`src/rtl/usbls_rx_pkg.sv`:
```
package usbls_rx_pkg;

    // {dp, dm} levels on the wire
    typedef enum logic [1:0] {
        LN_SE0 = 2'b00,
        LN_J   = 2'b01,
        LN_K   = 2'b10,
        LN_BAD = 2'b11
    } line_e;

    typedef enum logic [1:0] {
        ST_HUNT,
        ST_SYNC,
        ST_DATA
    } rx_state_e;

    typedef struct packed {
        logic vld;
        logic val;
    } bit_t;

    localparam int STUFF_RUN = 6;

    function automatic line_e classify(input logic dp, input logic dm);
        return line_e'({dp, dm});
    endfunction

    function automatic logic is_level(input line_e l);
        return (l == LN_J) || (l == LN_K);
    endfunction

endpackage

```
`src/rtl/usbls_rx_phase.sv`:
```
module usbls_rx_phase
    import usbls_rx_pkg::*;
#(
    parameter int OSR = 8
) (
    input  logic  clk,
    input  logic  rst,
    input  line_e line,
    output logic  strobe,
    output logic  jk_edge
);
    localparam int PW   = $clog2(OSR);
    localparam int HALF = OSR / 2;

    line_e         prev_q;
    logic [PW-1:0] ph_q;
    logic          chg;

    assign chg     = (line != prev_q);
    assign strobe  = (ph_q == PW'(HALF)) && !chg;
    assign jk_edge = chg && (line == LN_K) && (prev_q == LN_J);

    always_ff @(posedge clk) begin
        if (rst) begin
            prev_q <= LN_J;
            ph_q   <= '0;
        end else begin
            prev_q <= line;
            if (chg)
                ph_q <= PW'(1);
            else if (ph_q == PW'(OSR - 1))
                ph_q <= '0;
            else
                ph_q <= ph_q + PW'(1);
        end
    end

    // sample points are at least a bit apart
    assert_strobe_spacing_R10: assert property (@(posedge clk) disable iff (rst)
        strobe |=> !strobe);

endmodule

```
`src/rtl/usbls_rx_nrzi.sv`:
```
module usbls_rx_nrzi
    import usbls_rx_pkg::*;
(
    input  logic  clk,
    input  logic  rst,
    input  logic  strobe,
    input  line_e line,
    input  logic  load,
    input  logic  active,
    output bit_t  bit_o
);
    line_e      ref_q;
    logic [2:0] ones_q;
    logic       stuff;
    logic       take;

    assign stuff     = (ones_q == 3'(STUFF_RUN));
    assign take      = active && strobe && is_level(line);
    assign bit_o.vld = take && !stuff;
    assign bit_o.val = (line == ref_q);

    always_ff @(posedge clk) begin
        if (rst) begin
            ref_q  <= LN_J;
            ones_q <= '0;
        end else if (load) begin
            ref_q  <= LN_K;
            ones_q <= 3'd1;        // closing K of sync is a one
        end else if (take) begin
            ref_q <= line;
            if (stuff || line != ref_q)
                ones_q <= '0;
            else
                ones_q <= ones_q + 3'd1;
        end
    end

    // run of ones never passes the stuffing limit
    assert_stuff_run_R5: assert property (@(posedge clk) disable iff (rst)
        ones_q <= 3'(STUFF_RUN));

    // the period after six ones yields no data bit
    assert_stuff_drop_R5: assert property (@(posedge clk) disable iff (rst)
        (stuff && active && strobe) |-> !bit_o.vld);

endmodule

```
`src/rtl/usbls_rx_bytes.sv`:
```
module usbls_rx_bytes
    import usbls_rx_pkg::*;
#(
    parameter int DEPTH = 16
) (
    input  logic                       clk,
    input  logic                       rst,
    input  logic                       clear,
    input  bit_t                       bit_i,
    output logic                       wr_en,
    output logic [$clog2(DEPTH)-1:0]   wr_idx,
    output logic [7:0]                 wr_data,
    output logic [$clog2(DEPTH+1)-1:0] count,
    output logic                       ovf
);
    localparam int IW = $clog2(DEPTH);
    localparam int CW = $clog2(DEPTH + 1);

    logic [6:0]    sh_q;
    logic [2:0]    bc_q;
    logic [CW-1:0] cnt_q;
    logic          ovf_q;

    assign count = cnt_q;
    assign ovf   = ovf_q;

    always_ff @(posedge clk) begin
        if (rst) begin
            sh_q    <= '0;
            bc_q    <= '0;
            cnt_q   <= '0;
            ovf_q   <= 1'b0;
            wr_en   <= 1'b0;
            wr_idx  <= '0;
            wr_data <= '0;
        end else begin
            wr_en <= 1'b0;
            if (clear) begin
                bc_q  <= '0;
                cnt_q <= '0;
                ovf_q <= 1'b0;
            end else if (bit_i.vld) begin
                sh_q <= {bit_i.val, sh_q[6:1]};
                bc_q <= bc_q + 3'd1;
                if (bc_q == 3'd7) begin
                    if (cnt_q < CW'(DEPTH)) begin
                        wr_en   <= 1'b1;
                        wr_data <= {bit_i.val, sh_q};
                        wr_idx  <= cnt_q[IW-1:0];
                        cnt_q   <= cnt_q + CW'(1);
                    end else begin
                        ovf_q <= 1'b1;
                    end
                end
            end
        end
    end

    // overflow is only declared once the buffer is full
    assert_ovf_full_R8: assert property (@(posedge clk) disable iff (rst)
        ovf_q |-> (cnt_q == CW'(DEPTH)));

    // byte strobes are single cycles
    assert_wr_pulse_R4: assert property (@(posedge clk) disable iff (rst)
        wr_en |=> !wr_en);

endmodule

```
`src/rtl/usbls_rx.sv`:
```
module usbls_rx
    import usbls_rx_pkg::*;
#(
    parameter int OSR   = 8,
    parameter int DEPTH = 16
) (
    input  logic                       clk,
    input  logic                       rst,
    input  logic                       dp,
    input  logic                       dm,
    output logic                       wr_en,
    output logic [$clog2(DEPTH)-1:0]   wr_idx,
    output logic [7:0]                 wr_data,
    output logic                       pkt_done,
    output logic [$clog2(DEPTH+1)-1:0] pkt_len,
    output logic                       pkt_ignored,
    output logic                       sync_abort
);
    localparam int CW = $clog2(DEPTH + 1);

    line_e         line;
    logic          strobe;
    logic          jk_edge;
    rx_state_e     st_q;
    line_e         sref_q;
    logic          load;
    logic          active;
    bit_t          bit_w;
    logic [CW-1:0] cnt_w;
    logic          ovf_w;

    assign line   = classify(dp, dm);
    assign active = (st_q == ST_DATA);
    assign load   = (st_q == ST_SYNC) && strobe && (line == LN_K) && (sref_q == LN_K);

    usbls_rx_phase #(.OSR(OSR)) u_phase (
        .clk     (clk),
        .rst     (rst),
        .line    (line),
        .strobe  (strobe),
        .jk_edge (jk_edge)
    );

    usbls_rx_nrzi u_nrzi (
        .clk    (clk),
        .rst    (rst),
        .strobe (strobe),
        .line   (line),
        .load   (load),
        .active (active),
        .bit_o  (bit_w)
    );

    usbls_rx_bytes #(.DEPTH(DEPTH)) u_bytes (
        .clk     (clk),
        .rst     (rst),
        .clear   (load),
        .bit_i   (bit_w),
        .wr_en   (wr_en),
        .wr_idx  (wr_idx),
        .wr_data (wr_data),
        .count   (cnt_w),
        .ovf     (ovf_w)
    );

    always_ff @(posedge clk) begin
        if (rst) begin
            st_q        <= ST_HUNT;
            sref_q      <= LN_J;
            pkt_done    <= 1'b0;
            pkt_len     <= '0;
            pkt_ignored <= 1'b0;
            sync_abort  <= 1'b0;
        end else begin
            pkt_done   <= 1'b0;
            sync_abort <= 1'b0;
            case (st_q)
                ST_HUNT: begin
                    if (jk_edge) begin
                        st_q   <= ST_SYNC;
                        sref_q <= LN_J;
                    end
                end
                ST_SYNC: begin
                    if (strobe) begin
                        if (line == LN_K && sref_q == LN_K)
                            st_q <= ST_DATA;
                        else if (is_level(line) && line != sref_q)
                            sref_q <= line;
                        else begin
                            st_q       <= ST_HUNT;
                            sync_abort <= 1'b1;
                        end
                    end
                end
                ST_DATA: begin
                    if (strobe && !is_level(line)) begin
                        st_q        <= ST_HUNT;
                        pkt_done    <= 1'b1;
                        pkt_len     <= cnt_w;
                        pkt_ignored <= ovf_w || (line == LN_BAD);
                    end
                end
                default: st_q <= ST_HUNT;
            endcase
        end
    end

    // end of packet is a single-cycle pulse
    assert_done_pulse_R7: assert property (@(posedge clk) disable iff (rst)
        pkt_done |=> !pkt_done);

    // a byte write and the end of packet never coincide
    assert_done_wr_excl_R7: assert property (@(posedge clk) disable iff (rst)
        !(pkt_done && wr_en));

    // a broken sync never reports a packet
    assert_abort_no_done_R3: assert property (@(posedge clk) disable iff (rst)
        sync_abort |-> !pkt_done);

    // reported length stays within the buffer
    assert_len_bound_R8: assert property (@(posedge clk) disable iff (rst)
        pkt_done |-> (pkt_len <= CW'(DEPTH)));

endmodule

```
`config.mk`:
```
export PLATFORM = sky130hd
export DESIGN_NAME = usbls_rx
export DESIGN_NICKNAME = d
export VERILOG_FILES = /design/src/rtl/usbls_rx_pkg.sv /design/src/rtl/usbls_rx_phase.sv /design/src/rtl/usbls_rx_nrzi.sv /design/src/rtl/usbls_rx_bytes.sv /design/src/rtl/usbls_rx.sv
export SDC_FILE = /design/constraint.sdc
export NUM_CORES = 1
export LEC_CHECK = 0
export BUFFER_PORTS_ARGS = -buffer_cell sky130_fd_sc_hd__buf_2
export CAP_MARGIN = 20
export CORE_MARGIN = 2
export CORE_UTILIZATION = 55
export DETAILED_ROUTE_END_ITERATION = 6
export GPL_ROUTABILITY_DRIVEN = 1
export PLACE_DENSITY = 0.74
export SLEW_MARGIN = 20
export SYNTH_ARGS = -nofsm -noshare
export SYNTH_HDL_FRONTEND = slang
export SYNTH_HIERARCHICAL = 1
export SYNTH_SLANG_ARGS = --single-unit
export TNS_END_PERCENT = 20
```
`constraint.sdc`:
```
create_clock -name clk -period 3.1 [get_ports clk]
set_input_delay 0.62 -clock clk [delete_from_list [all_inputs] [get_ports clk]]
set_output_delay 0.62 -clock clk [all_outputs]
set_load 0.01 [all_outputs]
```
**Word-level counts from Yosys, hierarchy flattened**

Cells that the tools add are included.

- Flip-flop bits (word level): 51
- Input port bits: 4
- Logic and storage cells: 105

- $add $sub $neg: 4
- Mux-type cells: 20
- Reductions and logical operators: 33
- Order comparisons: 1
- Equal/unequal tests: 21
- Bitwise gates (word level): 7

Operator list:

| operator | number |
|---|---|
| $mux 2 | 10 |
| $eq 3x3->1 const B | 4 |
| $logic_and 1x1->1 | 12 |
| $add 3x1->3 const B | 3 |
| $eq 2x2->1 const B | 4 |
| $ne 2x2->1 const B | 4 |
| $reduce_and 4->1 | 2 |
| $reduce_or 4->1 | 2 |
| $mux 1 | 7 |
| $not 1->1 | 7 |
| $eq 2x1->1 const B | 3 |
| $ne 2x2->1 | 3 |
| $pmux 2 s3 | 1 |
| $reduce_and 3->1 | 2 |
| $add 5x1->5 const B | 1 |
| $lt 5x5->1 const B | 1 |
| $reduce_and 5->1 | 1 |
| $pmux 2 s2 | 1 |
| $reduce_and 2->1 | 2 |
| $reduce_bool 2->1 | 2 |
| $reduce_or 2->1 | 2 |
| $logic_not 1->1 | 3 |
| $logic_or 1x1->1 | 3 |
| $mux 3 | 1 |
| other kinds (5) | 5 |

**Logic depth before layout (Yosys ltp)**

Gate-level depths: netlist of run 1.

- Depth after elaboration: 8
- Mapped depth: 11
- Depth with buffers taken out: 9

**Cells and area by module**

The synthesis of run 1 kept the hierarchy.

By module, submodules not included:

| module | area each (µm²) | cells each | sequential area each (µm²) | instances |
|---|---|---|---|---|
| usbls_rx_bytes | 1088.5 | 117 | 580.6 | 1 |
| usbls_rx | 544.3 | 62 | 240.2 | 1 |
| usbls_rx_nrzi | 306.5 | 34 | 100.1 | 1 |
| usbls_rx_phase | 239.0 | 23 | 100.1 | 1 |

**Least setup slack after synthesis of run 1**

OpenSTA, ideal clock, no wires.

- Path type: in2reg
- Start point: in dp
- End point: reg u_bytes.sh_q[0]
- Buffers on the path: 2
- Path slack: 0.567 ns
- Stages on the path: 9
- Library setup time: 0.128 ns
- Arrival: 2.406 ns
- Data required time: 2.972 ns
- Cell sequence: xor2_1 > nor3_1 > nand2_1 > a211oi_2 > buf_4 > nor2b_1 > buf_2 > mux2i_1 > nor2_1

RTL lines:

| item | RTL line | source |
|---|---|---|
| from (decl) | usbls_rx.sv:9 | `input logic dp,` |
| to (signal assigned) | usbls_rx_bytes.sv:43 | `sh_q <= {bit_i.val, sh_q[6:1]};` |
| to (decl) | usbls_rx_bytes.sv:19 | `logic [6:0] sh_q;` |

==> results of run 1 <==
==> worst min-delay path: cells and delay by family, from the launching register on <==
family | cells | cell delay, ns
AO/OA/AOI/OAI | 1 | 0.05
flip-flops | 1 | 0.31
AND/OR/NAND/NOR | 1 | 0.05
==> cell usage after synthesis (all sizes together) <==
master and n:
a22oi 1, nor3b 2, nand3 3, nor2 27, and4bb 2, nand4bb 1, mux2i 12, nor4b 3
buf 6, inv 7, and3 1, nand2b 1, a21oi 23, a211oi 3, ha 10, o21ai 4
nor2b 3, nor3 4, clkbuf 3, nand3b 4, nand4b 2, a41oi 1, xor2 6, and2 1
o31a 1, a31oi 1, or2 4, nand2 39, xnor2 4, or3 1, a311oi 2, and2b 1
nor4 1, dfxtp 51, a32oi 1
==> area by class of cell <==
type,instances,share of cell area (%)
clock buffer,7,3.15
tap,48,2.48
multi-input combinational,169,44.7
sequential,51,42.1
timing repair buffer,28,6.20
clock inverter,1,0.207
inverter,7,1.08
==> per-stage QoR <==
stage | area, µm² | utilization [%]
floorplan | 2180 | -
global placement | 2340 | 62.5
detailed placement | 2340 | 62.5
CTS | 2420 | 64.7
global route | 2420 | 64.7
finish | 2420 | 64.7
==> power by group <==
group / internal [mW] / switching [mW] / leakage (nW)
clock network: 0.159 / 0.195 / 0.0422
logic: 0.0147 / 0.0290 / 0.519
registers: 0.658 / 0.00328 / 0.412
total: 0.831 / 0.227 / 0.973
==> registers in the layout, indices dropped and copies added, names as in the netlist, 3 cells and up <==
name             count
u_bytes/bc_q         3
u_bytes/wr_data      8
u_phase/ph_q         3
u_bytes/sh_q         7
u_bytes/count        5
pkt_len              5
u_bytes/wr_idx       4
u_nrzi/ones_q        3
==> layer usage <==
metal	wire, µm	vias up	GRT usage (%)
li1	-	856	-
met1	1820	791	25.0
met2	1840	22	33.3
met3	109	7	5.07
met4	66	0	7.65
met5	0	-	0
==> kinds of logic after synthesis <==
group,after synthesis,share of synthesized area [%]
flip-flops,51,46.9
AND/OR/NAND/NOR,100,23.8
XOR/XNOR,10,4.02
adder cells (fa/ha/maj),10,5.74
buffers and inverters,16,3.39
AO/OA/AOI/OAI,37,10.6
multiplexers,12,5.51
==> worst paths after layout <==
check | slack (ns) | start | end | cells after the start
worst min-delay path | 0.45 | u_bytes/wr_data[3] | u_bytes/wr_data[3] | 2
worst max register to register | 0.73 | u_phase/prev_q[0] | u_bytes/wr_data[5] | 7
worst max-delay path | 0.53 | dp | u_bytes/wr_data[5] | 8
worst min register to register | 0.45 | u_bytes/wr_data[3] | u_bytes/wr_data[3] | 2
==> impl_summary.md, run 1 <==
STA
Measured against its own limit, the worst slew margin works out to roughly half. After layout, the worst setup slack is between 0.5 and 0.6 ns. The final critical-path required period is between 2 and 3 ns.

Setup repair after global routing left no endpoint under its margin. The final-report hold violation count is 0. The final-layout worst hold slack is between 0.4 and 0.5 ns.

The count of pins over their slew limit came to 0. Setup violations remaining at the end of the flow were counted as 0. For the final database, setup skew stands at between 0.004 and 0.005 ns. After routing, the total negative slack on setup checks comes to 0 ns. Derived from the worst setup path, the maximum achievable clock frequency is ~390 MHz. The slew of the pin with the lowest slew margin is between 0.7 and 0.8 ns.

The share of the clock period used by the worst path is 83.0%.

Yosys
The sequential share of the synthesized area is a little under half. Summing every instance area after synthesis gives roughly 0.0022 mm². The number of synthesis warnings is 6. In the post-synthesis netlist, the biggest area contributors are sky130_fd_sc_hd__dfxtp_1 (47%), sky130_fd_sc_hd__nand2_1 (6.7%), sky130_fd_sc_hd__ha_1 (5.7%). The post-synth net total is 250.

The top cell type by total area after synthesis is sky130_fd_sc_hd__dfxtp_1. In this run the biggest area consumer among cell types represents a little under half of the synthesized area. The synthesized design contains approximately 50 register bits. Synthesis produced around 240 cells. The mean instance size in the synthesized netlist is a little over 9 µm². The number of unique standard cell types used by synthesis is 46.

Global routing
The initial antenna violation count came to 0. The first global-routing pass estimated between 6000 and 7000 µm of wire. Summed over all layers, the global routing overflow is 0. The number of global-route vias before repair is ~1500.

Entering global routing, the biggest net connects 44 pins. The overall routing resource usage is 20.1%.

Detailed routing
In this run, the number of DRC markers left after iteration 0 of detailed routing was 77. The post-route antenna net violation count is 0. The number of vias after detailed routing is between 1500 and 2000. The average via count per standard cell is between 5 and 6. The average wire per standard cell is roughly 12 µm. Summed over all layers, the routed wires come to just under 4000 µm. In the routed design, unresolved DRC markers number 0. The first TritonRoute pass finished after 4 iterations.

Critical path
The kind of cell adding the most delay to the critical path is simple AND/OR/NAND/NOR gates. The signal on the critical path passes through buf_2 > xor2_1 > nor3_1 > nand2_1 > a211oi_2 > nand4bb_1 > nand2_1 > a21oi_1. Counting stages on the worst path, the most repeated cell is sky130_fd_sc_hd__nand2_1. In this run the worst path has a maximum fanout of 13. Data on the critical path is required at its endpoint by 3.26 ns. The critical path launch point type is an input port. The kind of critical path is input port to flip-flop. The critical path data arrival time is 2.73 ns.

On the worst path, the slowest cell contributes a delay of roughly 0.55 ns. The slowest stage of the critical path is the sky130_fd_sc_hd__nand4bb_1 cell. The type of destination of the critical path is a flip-flop. The number of buffers and inverters on the critical path is 1.

Outcome
The run finished with clean final reports.

Power
The largest voltage drop on the vdd net is around 0.33 mV. Summing internal, switching and leakage power gives about 1.1 mW. The leakage power figure is approximately 0.97 nW.

The power per unit of standard cell area is 437 mW/mm².

Layout
Counting the fill cells in the layout gives ~350. The non-filler instance count after layout is between 300 and 400. Leaving out fill and tap cells, the most frequent cells in the layout are sky130_fd_sc_hd__dfxtp_1 (51), sky130_fd_sc_hd__nand2_1 (39), sky130_fd_sc_hd__nor2_1 (26), sky130_fd_sc_hd__buf_2 (24), sky130_fd_sc_hd__a21oi_1 (22). The library cell used most frequently in the layout, excluding fill and tap cells, is sky130_fd_sc_hd__dfxtp_1. The sequential cells in the finished layout cover a total of a little over 0.001 mm². The number of antenna diodes in the final layout is 0. Relative to the synthesized area, the layout overhead comes to 11.2%.

The area of the multi-input gates is about 0.0011 mm². In the final design database the tool counted 276 nets. The proportion of layout cells with a drive suffix above 1 is a little under a fifth.

Placed design
The estimated wirelength of the detail-placed design is about 2700 µm. Including well taps, the total number of placed cells is roughly 300. Before CTS, the worst setup slack after placement is roughly 0.16 ns. The congestion estimate from routability-driven global placement came to between 0.7 and 0.8. The count of buffers from port buffering is 24.

Clock tree
The insertion delay to the later sink of the worst-skew pair is ~0.30 ns. The number of buffers on the longest clock path is 2. The hold buffer count at CTS is 0. The number of post-CTS setup repair buffers is 0.

TritonCTS built the clock tree. The cell at the root of the clock tree is sky130_fd_sc_hd__clkbuf_8. The total CTS buffers is 5.

The clock-pin slew of the registers on the worst-case setup and hold paths is 0.08 ns. The H-tree generated during clock tree synthesis spans 2 levels. The post-cts sizing count is 0. The number of clock sinks is between 50 and 60.

Die
The count of boundary I/O pins is 25. For this configuration, the core starts out at a cell density of about 58%. The cell row count is 22. The width of the die is around 67 µm. The area of the placeable core is 0.00374 mm². The floorplan step set the die height to approximately 67 µm. The die covers approximately 0.0045 mm².

Job
Across the run, the number of max-cap violations was 0.

Hold path
The path class of the lowest-slack min-delay path is flip-flop to flip-flop.
Note: power is estimated with default switching activity, not from simulation.
==> inputs of run 2 (changes only) <==
==> constraint.sdc (replaced) <==
create_clock -name clk -period 2.4 [get_ports clk]
set_input_delay 0.48 -clock clk [delete_from_list [all_inputs] [get_ports clk]]
set_output_delay 0.48 -clock clk [all_outputs]
set_load 0.01 [all_outputs]
==> impl_summary.md, run 2 (synthesis gave the netlist of run 1 again) <==
STA
The worst relative slew slack is 48.4% (was 48.8%). The worst-case clock skew came to 0.00355 ns (was 0.00438 ns). Setup repair after global routing missed its margin: no (unchanged). The count of pins over their slew limit is 0 (unchanged). The share of the clock period used by the worst path is between 80% and 90%. The final critical-path required period is between 2 and 2.5 ns. The final-report hold violation count came to 0 (unchanged). The highest clock frequency the design can meet is 473 MHz. The worst setup margin is 0.287 ns (was 0.526 ns). The final setup violation count is 0 (unchanged). The post-route setup TNS is 0 ns (unchanged).

The slew of the pin with the lowest slew margin is 0.774 ns (was 0.768 ns).

Clock tree
The number of clock sinks is 51 (unchanged). The count of H-tree levels built during CTS is 2 (unchanged). The post-cts sizing count is 0 (unchanged).

The number of post-CTS setup repair buffers came to 0 (unchanged). The hold buffer count at CTS is 0 (unchanged). The insertion delay to the later sink of the worst-skew pair is 0.30 ns (about the same).

The cell at the root of the clock tree is sky130_fd_sc_hd__clkbuf_8 (unchanged). The clock-pin slew of the registers on the worst-case setup and hold paths is 0.08 ns (about the same). The total CTS buffers was 5 (unchanged). The number of buffers on the longest clock path is 2 (unchanged). The TritonCTS clock tree is built (unchanged).

Critical path
The critical path launch point type is a flip-flop (was input port). Crit path cell chain: xor2_1 > nor3_1 > nand2_1 > a211oi_2 > buf_4 > nand3b_2 > or3_1 > a21oi_1 (was buf_2 > xor2_1 > nor3_1 > nand2_1 > a211oi_2 > nand4bb_1 > nand2_1 > a21oi_1). The kind of cell adding the most delay to the critical path is simple AND/OR/NAND/NOR gates (unchanged). The kind of critical path is flip-flop to flip-flop (was input port to flip-flop).

The maximum fanout count along the critical path came to 7 (was 13). The delay of the slowest critical-path stage is 0.34 ns (was 0.55 ns). The total number of cells along the worst setup path is 8 (unchanged). The data required time at the worst endpoint is 2.64 ns (was 3.26 ns).

The type of destination of the critical path was a flip-flop (unchanged). The critical path's slowest cell is sky130_fd_sc_hd__dfxtp_1 (was sky130_fd_sc_hd__nand4bb_1). The path depth of the worst reg2reg path is 8 (was 7). The critical path data arrival time is 2.35 ns (was 2.73 ns). The total buffers and inverters traversed by the critical path is 1 (unchanged).

Die
The chip height is 66.9 µm (unchanged). The initial core utilization is 58.2% (unchanged). The width of the die came to 66.9 µm (unchanged). The cell row count is 22 (unchanged). The count of boundary I/O pins is 25 (unchanged).

The area of the placeable core is 0.00374 mm² (unchanged). The total die area is 0.00448 mm² (unchanged).

Layout
The non-filler instance count after layout is 318 (was 311). The number of fill cells is 337 (was 345). Highest-count cells in the layout ignoring fill and taps: sky130_fd_sc_hd__dfxtp_1 (51), sky130_fd_sc_hd__nand2_1 (39), sky130_fd_sc_hd__nor2_1 (26), sky130_fd_sc_hd__buf_2 (24), sky130_fd_sc_hd__a21oi_1 (22) (unchanged). The area overhead of the layout relative to synthesis is 13.6% (was 11.2%).

Largest registers: u_bytes/wr_data: 8 flops, u_bytes/sh_q: 7 flops (unchanged). The commonest non-fill, non-tap cell in the layout is sky130_fd_sc_hd__dfxtp_1 (unchanged). The proportion of layout cells with a drive suffix above 1 is 20.4% (was 18.3%). The number of nets in the final layout is 283 (was 276). The flip-flop count of the largest register after layout is 8 (unchanged). The fraction of the core area covered by cells at the end of the flow is 66.1% (was 64.7%).

The number of diodes added for antenna fixing is 0 (unchanged). The register with the most flip-flops is u_bytes/wr_data (unchanged).

Detailed routing
The iteration count of the initial detailed-routing pass is 4 (unchanged). The remaining design rule violation count is 0 (unchanged). The average wire per standard cell is 12.9 µm (was 12.4 µm). The post-route antenna net violation count is 0 (unchanged). The average via count per standard cell was 5.33 (was 5.39). The initial DRC count is 125 (was 77). The number of vias after detailed routing came to 1695 (was 1676).

The final wirelength was 4120 µm (was 3840 µm).

Hold path
The depth of the worst hold-timing path was 2 (unchanged). The path class of the lowest-slack min-delay path was flip-flop to flip-flop (unchanged).

Power
The power after layout is 1.39 mW (was 1.06 mW). The power per unit of standard cell area is 560 mW/mm² (was 437 mW/mm²). The leakage power figure is 1.00 nW (was 0.973 nW).

The largest voltage drop on the vdd net is 0.454 mV (was 0.332 mV).

Global routing
The overall routing resource usage was 21.0% (was 20.1%). The global-route wire length before repair is 7120 µm (was 6820 µm). The number of global-route vias before repair is 1612 (was 1534).

The global-route congestion overflow total is 0 (unchanged). The maximum number of pins on one net before global-route repair is 44 (unchanged). The initial antenna violation count came to 0 (unchanged).

Placed design
The count of buffers from port buffering is 24 (unchanged). The pre-CTS setup slack is 0.0869 ns (was 0.158 ns). The estimated wirelength of the detail-placed design is 2810 µm (was 2730 µm).

The last weighted congestion value of the routability-driven placer is 0.839 (was 0.753). The cell total after placement is 310 (was 303).

Outcome
Result of the run: finished, final reports clean (unchanged).

Job
The number of max-cap violations was 0 (unchanged).
-- run 2: cell count changes in the layout (fill, tap and decap cells not counted) --
cell,delta
sky130_fd_sc_hd__buf_4,+7
-- run 2: per-layer routing --
| metal | share of wire (%) | global-route usage (%) | wire [µm] |
|---|---|---|---|
| met2 | 46 | 32.4 | 1880 |
| met5 | 0 | 0 | 0 |
| met1 | 49 | 27.8 | 2010 |
| met4 | 2.0 | 10.5 | 81 |
| met3 | 3.6 | 4.22 | 148 |
-- run 2: area by class of cell --
type	count	area, µm²	area share (%)
clock buffers	7	76.3	3.08
clock inverters	1	5.00	0.202
well taps	48	60.1	2.43
repair buffers	35	203	8.19
multi-input cells	169	1080	43.8
flip-flops and latches	51	1020	41.3
inverters	7	26.3	1.06
-- run 2: worst reg2reg max path, cell delays in order, from the launching register on --
cell and delay (ns):
sky130_fd_sc_hd__dfxtp_1 0.34, sky130_fd_sc_hd__xor2_1 0.20, sky130_fd_sc_hd__nor3_1 0.30, sky130_fd_sc_hd__nand2_1 0.15, sky130_fd_sc_hd__a211oi_2 0.27, sky130_fd_sc_hd__buf_4 0.23, sky130_fd_sc_hd__nand3b_2 0.09, sky130_fd_sc_hd__or3_1 0.34
sky130_fd_sc_hd__a21oi_1 0.14
-- run 2: worst paths after layout --
path / from / to / slack (ns)
max: u_phase/prev_q[1] / u_bytes/count[3] / 0.29
min: u_bytes/wr_idx[0] / u_bytes/wr_idx[0] / 0.45
max reg2reg: u_phase/prev_q[1] / u_bytes/count[3] / 0.29
min reg2reg: u_bytes/wr_idx[0] / u_bytes/wr_idx[0] / 0.45
-- run 2: power by group --
group | total (mW) | switching, mW | internal [mW]
Clock | 0.471 | 0.266 | 0.205
Combinational | 0.0593 | 0.0383 | 0.0210
Sequential | 0.855 | 0.00484 | 0.850
-- run 2: metrics by stage --
step                      instance area, µm²  hold slack [ns]
after floorplan                         2180            0.431
after global placement                  2390            0.440
after detailed placement                2390            0.445
after CTS                               2470            0.457
after global routing                    2470            0.478
final                                   2470            0.455
